[src/rtl/tcm_pkg.sv]
package tcm_pkg;

  typedef enum logic {
    MODE_PERF  = 1'b0,
    MODE_POWER = 1'b1
  } rankMode_e;

  // strobes from control to datapath
  typedef struct packed {
    logic load;   // snapshot inputs, clear previous mapping
    logic pick;   // place one rank
  } mapStrobe_t;

endpackage

[src/rtl/tcm_ctrl.sv]
module tcm_ctrl
  import tcm_pkg::*;
#(
  parameter int NUM_CORES = 20,
  parameter int CNT_W     = 5
) (
  input  logic             clk,
  input  logic             rstN,
  input  logic             start,
  input  logic [CNT_W-1:0] threadCount,
  output mapStrobe_t       strobe,
  output logic             done
);

  localparam logic [CNT_W-1:0] MAX_CNT = CNT_W'(NUM_CORES);

  typedef enum logic [1:0] {
    S_IDLE = 2'd0,
    S_PICK = 2'd1,
    S_DONE = 2'd2
  } ctrlState_e;

  ctrlState_e       state;
  logic [CNT_W-1:0] ranksLeft;
  logic [CNT_W-1:0] reqCount;
  logic             accept;

  assign reqCount = (threadCount > MAX_CNT) ? MAX_CNT : threadCount;
  assign accept   = start && (state != S_PICK);

  always_comb begin
    strobe      = '0;
    strobe.load = accept;
    strobe.pick = (state == S_PICK);
  end

  always_ff @(posedge clk) begin
    if (!rstN) begin
      state     <= S_IDLE;
      ranksLeft <= '0;
    end else if (accept) begin
      ranksLeft <= reqCount;
      state     <= (reqCount == '0) ? S_DONE : S_PICK;
    end else begin
      case (state)
        S_PICK: begin
          ranksLeft <= ranksLeft - 1'b1;
          if (ranksLeft == CNT_W'(1)) state <= S_DONE;
        end
        S_DONE:  state <= S_IDLE;
        default: state <= S_IDLE;
      endcase
    end
  end

  assign done = (state == S_DONE);


  pick_window_chk: assert property (@(posedge clk) disable iff (!rstN)
    (state == S_PICK) |-> (ranksLeft != '0 && ranksLeft <= MAX_CNT));


  no_restart_chk: assert property (@(posedge clk) disable iff (!rstN)
    (state == S_PICK && start && ranksLeft > CNT_W'(1)) |=> (state == S_PICK && ranksLeft == $past(ranksLeft) - 1'b1));

endmodule

[src/rtl/tcm_datapath.sv]
module tcm_datapath
  import tcm_pkg::*;
#(
  parameter int NUM_CORES = 20,
  parameter int KEY_W     = 16,
  parameter int IDX_W     = 5,
  parameter int CNT_W     = 5
) (
  input  logic                       clk,
  input  logic                       rstN,
  input  mapStrobe_t                 strobe,
  input  logic                       modeSel,
  input  logic [CNT_W-1:0]           threadCount,
  input  logic [NUM_CORES*KEY_W-1:0] coreKeys,
  input  logic [NUM_CORES*KEY_W-1:0] threadKeys,
  output logic [NUM_CORES*IDX_W-1:0] threadCore,
  output logic [NUM_CORES-1:0]       coreActive
);

  localparam logic [CNT_W-1:0] MAX_CNT  = CNT_W'(NUM_CORES);
  localparam logic [IDX_W-1:0] UNMAPPED = '1;

  logic [KEY_W-1:0] coreKeyIn [NUM_CORES];
  logic [KEY_W-1:0] thrKeyIn  [NUM_CORES];
  logic [KEY_W-1:0] coreKeyQ  [NUM_CORES];
  logic [KEY_W-1:0] thrKeyQ   [NUM_CORES];
  logic [IDX_W-1:0] assignQ   [NUM_CORES];
  logic [NUM_CORES-1:0] coreUsed;
  logic [NUM_CORES-1:0] thrUsed;
  rankMode_e        modeQ;
  logic [CNT_W-1:0] loadCount;

  logic [IDX_W-1:0] selCore, selThr;
  logic [KEY_W-1:0] selCoreKey, selThrKey;
  logic             coreFound, thrFound;

  assign loadCount = (threadCount > MAX_CNT) ? MAX_CNT : threadCount;

  for (genvar g = 0; g < NUM_CORES; g++) begin : g_lane
    assign coreKeyIn[g]                  = coreKeys[g*KEY_W +: KEY_W];
    assign thrKeyIn[g]                   = threadKeys[g*KEY_W +: KEY_W];
    assign threadCore[g*IDX_W +: IDX_W]  = assignQ[g];
  end

  assign coreActive = coreUsed;

  // best free core: strict compare keeps the lowest index on ties
  always_comb begin
    selCore    = '0;
    selCoreKey = '0;
    coreFound  = 1'b0;
    for (int i = 0; i < NUM_CORES; i++) begin
      if (!coreUsed[i]) begin
        if (!coreFound ||
            ((modeQ == MODE_PERF)  && (coreKeyQ[i] > selCoreKey)) ||
            ((modeQ == MODE_POWER) && (coreKeyQ[i] < selCoreKey))) begin
          coreFound  = 1'b1;
          selCore    = IDX_W'(i);
          selCoreKey = coreKeyQ[i];
        end
      end
    end
  end

  // best free thread: highest key in both modes
  always_comb begin
    selThr    = '0;
    selThrKey = '0;
    thrFound  = 1'b0;
    for (int i = 0; i < NUM_CORES; i++) begin
      if (!thrUsed[i]) begin
        if (!thrFound || (thrKeyQ[i] > selThrKey)) begin
          thrFound  = 1'b1;
          selThr    = IDX_W'(i);
          selThrKey = thrKeyQ[i];
        end
      end
    end
  end

  // key snapshot, no reset needed
  always_ff @(posedge clk) begin
    if (strobe.load) begin
      for (int i = 0; i < NUM_CORES; i++) begin
        coreKeyQ[i] <= coreKeyIn[i];
        thrKeyQ[i]  <= thrKeyIn[i];
      end
    end
  end

  always_ff @(posedge clk) begin
    if (!rstN) begin
      modeQ    <= MODE_PERF;
      coreUsed <= '0;
      thrUsed  <= '1;
      for (int i = 0; i < NUM_CORES; i++) assignQ[i] <= UNMAPPED;
    end else if (strobe.load) begin
      modeQ    <= rankMode_e'(modeSel);
      coreUsed <= '0;
      for (int i = 0; i < NUM_CORES; i++) begin
        thrUsed[i] <= (CNT_W'(i) >= loadCount);
        assignQ[i] <= UNMAPPED;
      end
    end else if (strobe.pick && coreFound && thrFound) begin
      assignQ[selThr]   <= selCore;
      coreUsed[selCore] <= 1'b1;
      thrUsed[selThr]   <= 1'b1;
    end
  end


  no_reuse_chk: assert property (@(posedge clk) disable iff (!rstN)
    strobe.pick |-> (coreFound && thrFound));


  perf_order_chk: assert property (@(posedge clk) disable iff (!rstN)
    (strobe.pick && $past(strobe.pick) && modeQ == MODE_PERF) |-> (selCoreKey <= $past(selCoreKey)));


  power_order_chk: assert property (@(posedge clk) disable iff (!rstN)
    (strobe.pick && $past(strobe.pick) && modeQ == MODE_POWER) |-> (selCoreKey >= $past(selCoreKey)));


  thread_order_chk: assert property (@(posedge clk) disable iff (!rstN)
    (strobe.pick && $past(strobe.pick)) |-> (selThrKey <= $past(selThrKey)));


  active_step_chk: assert property (@(posedge clk) disable iff (!rstN)
    strobe.pick |=> ($countones(coreActive) == $past($countones(coreActive)) + 1));


  hold_chk: assert property (@(posedge clk) disable iff (!rstN)
    !(strobe.load || strobe.pick) |=> ($stable(coreActive) && $stable(threadCore)));

endmodule

[src/rtl/thread_core_mapper.sv]
module thread_core_mapper
  import tcm_pkg::*;
#(
  parameter  int NUM_CORES = 20,
  parameter  int KEY_W     = 16,
  localparam int IDX_W     = $clog2(NUM_CORES + 1),
  localparam int CNT_W     = $clog2(NUM_CORES + 1)
) (
  input  logic                       clk,
  input  logic                       rstN,
  input  logic                       start,
  input  logic                       modeSel,
  input  logic [CNT_W-1:0]           threadCount,
  input  logic [NUM_CORES*KEY_W-1:0] coreKeys,
  input  logic [NUM_CORES*KEY_W-1:0] threadKeys,
  output logic                       done,
  output logic [NUM_CORES*IDX_W-1:0] threadCore,
  output logic [NUM_CORES-1:0]       coreActive
);

  mapStrobe_t strobe;

  tcm_ctrl #(
    .NUM_CORES (NUM_CORES),
    .CNT_W     (CNT_W)
  ) u_ctrl (
    .clk         (clk),
    .rstN        (rstN),
    .start       (start),
    .threadCount (threadCount),
    .strobe      (strobe),
    .done        (done)
  );

  tcm_datapath #(
    .NUM_CORES (NUM_CORES),
    .KEY_W     (KEY_W),
    .IDX_W     (IDX_W),
    .CNT_W     (CNT_W)
  ) u_dp (
    .clk         (clk),
    .rstN        (rstN),
    .strobe      (strobe),
    .modeSel     (modeSel),
    .threadCount (threadCount),
    .coreKeys    (coreKeys),
    .threadKeys  (threadKeys),
    .threadCore  (threadCore),
    .coreActive  (coreActive)
  );


  reset_idle_chk: assert property (@(posedge clk)
    !rstN |=> (!done && coreActive == '0));

endmodule

[config.mk]
export PLATFORM = sky130hd
export DESIGN_NAME = thread_core_mapper
export DESIGN_NICKNAME = d
export VERILOG_FILES = /design/src/rtl/tcm_pkg.sv /design/src/rtl/tcm_ctrl.sv /design/src/rtl/tcm_datapath.sv /design/src/rtl/thread_core_mapper.sv
export SDC_FILE = /design/constraint.sdc
export NUM_CORES = 2
export LEC_CHECK = 0
export ABC_AREA = 1
export BUFFER_PORTS_ARGS = -buffer_cell sky130_fd_sc_hd__buf_2
export CORE_AREA = 2 2 297 299
export CTS_BUF_LIST = sky130_fd_sc_hd__clkbuf_4
export CTS_CLUSTER_DIAMETER = 150
export DETAILED_ROUTE_END_ITERATION = 8
export DIE_AREA = 0 0 299 301
export PLACE_DENSITY = 0.85
export SYNTH_ARGS = -nofsm -noshare
export SYNTH_HDL_FRONTEND = slang
export SYNTH_SLANG_ARGS = --single-unit
[constraint.sdc]
create_clock -name clk -period 64.4 [get_ports clk]
set_clock_uncertainty 0.15 [all_clocks]
set_input_delay 9.66 -clock clk [delete_from_list [all_inputs] [get_ports clk]]
set_output_delay 9.66 -clock clk [all_outputs]
set_load 0.01 [all_outputs]
==> flow_metrics.tcl <==
set metrics [dict create \
    placed_area_mm2 0.0511 \
    htree_num_levels 4 \
    clk_pin_slew_ps 70 \
    cpMostUsedCell "nand2_1" \
    grt_start_max_net_pins 195 \
    synthArstFlopShare_pct 0 \
    cp_top_family "simple AND/OR/NAND/NOR gates" \
    hp-class "reg -> reg" \
    arrival_ps 47430 \
    clkLatencyLatePin_ps 1110 \
    finalInstanceArea_mm2 0.0538 \
    vias_per_cell 5.70 \
    syn_nets 6068 \
    ys_seq_elements 788 \
    vias 40000 \
    slew-limit-headroom_pct 23.2 \
    dr.pass1.iters 7 \
    critical_path_required_ps 64910 \
    cp_num_buf_inv 30 \
    drv_slew 0 \
    drv_cap 0 \
    status "completed" \
    antenna_found_initial 34 \
    finalCriticalPeriod_ps 46920 \
    fp.dieH_um 301 \
    ys_seq_area_share_pct 50.1 \
    place.detailed.hpwl_mm 121 \
    ant_nets 0 \
    drcViolationCount 0 \
    die_w_um 299 \
    synth_area_leader_cell "edfxtp_1" \
    synth-edff-count 740 \
    globalplace.congestion 0.948 \
    port_buffers 769 \
    max_freq_mhz 21.3 \
    criticalPathCategory "reg -> reg" \
    routed_wl_mm 152 \
    ys_types 55 \
    cts_buffers 202 \
    synth_area_mm2 0.0462 \
    grt_pass1_wl_mm 222 \
    fin_nets 6921 \
    core_area_mm2 0.0865 \
    worstSetupEndpointType "register" \
    ys.flop_type "edfxtp_1" \
    synth_warnings 0 \
    fp-row-count 108 \
    io_pins 770 \
    start_kind "register" \
    finalHoldViolCount 0 \
    root_buffer "clkbuf_4" \
    finalCritPeriodShare_pct 72.9 \
    cts_setup_buffers 0 \
    first_iter_violations 3711 \
    setup_viol 0 \
    ctsResizeCount 0 \
    grt_pass1_vias 38700 \
    fin_tns_setup_ps 0 \
    cts_tree "built" \
    postCtsHoldBufs 0 \
    grt_usage_pct 33.0 \
    netlist_instances 4820 \
    synthTopCellsByArea "edfxtp_1 48%, ha_1 16%, nand2_1 10%, o21ai_0 6.5%, inv_1 3.5%" \
    critPathMaxFanout 34 \
    slowest_delay_ps 860 \
    cts_buffer_depth 3 \
    area_delta_synth_final_pct 16.4 \
    synth_area_per_cell_um2 9.59 \
    crit_slowest_cell "o21ai_0" \
    cts_sinks 788 \
    num-fill-cells 7124 \
    drive_gt1_share_pct 20.0 \
    grt-ovfl-total 0 \
    worstMarginPinSlew_ps 1150 \
    rsz0062_at_grt "no" \
    fin_hold_ws_ps 322 \
    wire_per_inst_um 21.7 \
    synth_top_area_share_pct 48.1 \
    dieArea_mm2 0.0900 \
    initial_core_util_pct 53.5 \
]
-- placed cells by master, fill, tap and decap left out, types with 49 or more instances in the layout --
cell type     n
nor2_1      202
buf_2       769
nand4_1      80
nand2_1    1238
nor3_1       49
nand3_1     132
o21ai_0     605
edfxtp_1    740
clkinv_1     52
clkbuf_4    297
ha_1        599
inv_1       427
a21oi_1     270
-- sequential cells by signal, summed over array words and instances, names as in the netlist --
signal / count
u_dp.thrUsed: 20
u_ctrl.state: 2
u_dp.assignQ: 100
u_dp.coreKeyQ: 320
u_dp.modeQ: 1
u_dp.coreActive: 20
u_ctrl.ranksLeft: 5
u_dp.thrKeyQ: 320
-- cell type report --
class	count	area, µm²	area share [%]
inverters	449	1690	3.13
clock buffers	297	2230	4.14
multi-input cells	3452	20800	38.7
clock inverters	68	433	0.804
well taps	1155	1450	2.69
repair buffers	780	3960	7.35
diodes	27	67.6	0.126
flip-flops and latches	788	23200	43.1
-- worst paths after layout --
check                           start             endpoint  slack [ps]  cells after the start
setup reg to reg      u_dp.thrUsed[0]  u_dp.assignQ[14][4]       17480                    216
setup / recovery      u_dp.thrUsed[0]  u_dp.assignQ[14][4]       17480                    216
hold / removal    u_ctrl.ranksLeft[4]  u_ctrl.ranksLeft[4]         320                      2
hold reg to reg   u_ctrl.ranksLeft[4]  u_ctrl.ranksLeft[4]         320                      2
-- cells in the mapped netlist, types with 8 or more instances --
master and count:
a211oi_1 38, a21oi_1 270, buf_1 8, buf_2 21, buf_4 8, clkbuf_1 91
dfxtp_1 48, edfxtp_1 740, ha_1 599, inv_1 427, inv_2 15, nand2_1 1238
nand2_2 14, nand3_1 132, nand3_2 16, nand4_1 80, nor2_1 204, nor3_1 50
o2111ai_1 16, o211ai_1 22, o21a_1 13, o21ai_0 605, o21ai_1 42, o21bai_1 16
o221ai_1 19
-- logic make-up after synthesis --
group                    after synthesis  share of synthesized area (%)
AND/OR/NAND/NOR                     1759                           15.7
AO/OA/AOI/OAI                       1085                           12.9
flip-flops                           788                           50.1
adder cells (fa/ha/maj)              599                           16.2
buffers and inverters                580                           4.89
multiplexers                           7                          0.152
XOR/XNOR                               2                         0.0379
-- per-stage QoR --
stage | std cells | utilization (%) | setup slack (ps)
2_1_floorplan | 4820 | - | 31090
3_3_place_gp | 6624 | 59.1 | 19940
3_5_place_dp | 6624 | 59.1 | 18440
4_1_cts | 6989 | 62.1 | 18170
5_1_grt | 7011 | 62.2 | 10970
6_report | 7016 | 62.2 | 17480
-- per-layer routing --
layer	share of wire [%]	routed length [µm]	global-route usage (%)
met5	0.049	75	0
met2	48	73300	55.7
met1	36	55400	38.0
met3	8.6	13100	7.17
met4	6.6	10000	21.3
-- worst min-delay path, stage by stage (launching register included) --
cell and delay (ps):
dfxtp_1 310, nand2_1 60, a21oi_1 60
Power is not shown: default switching activity piles up to over one toggle a cycle in this logic, so the estimate is an artifact.
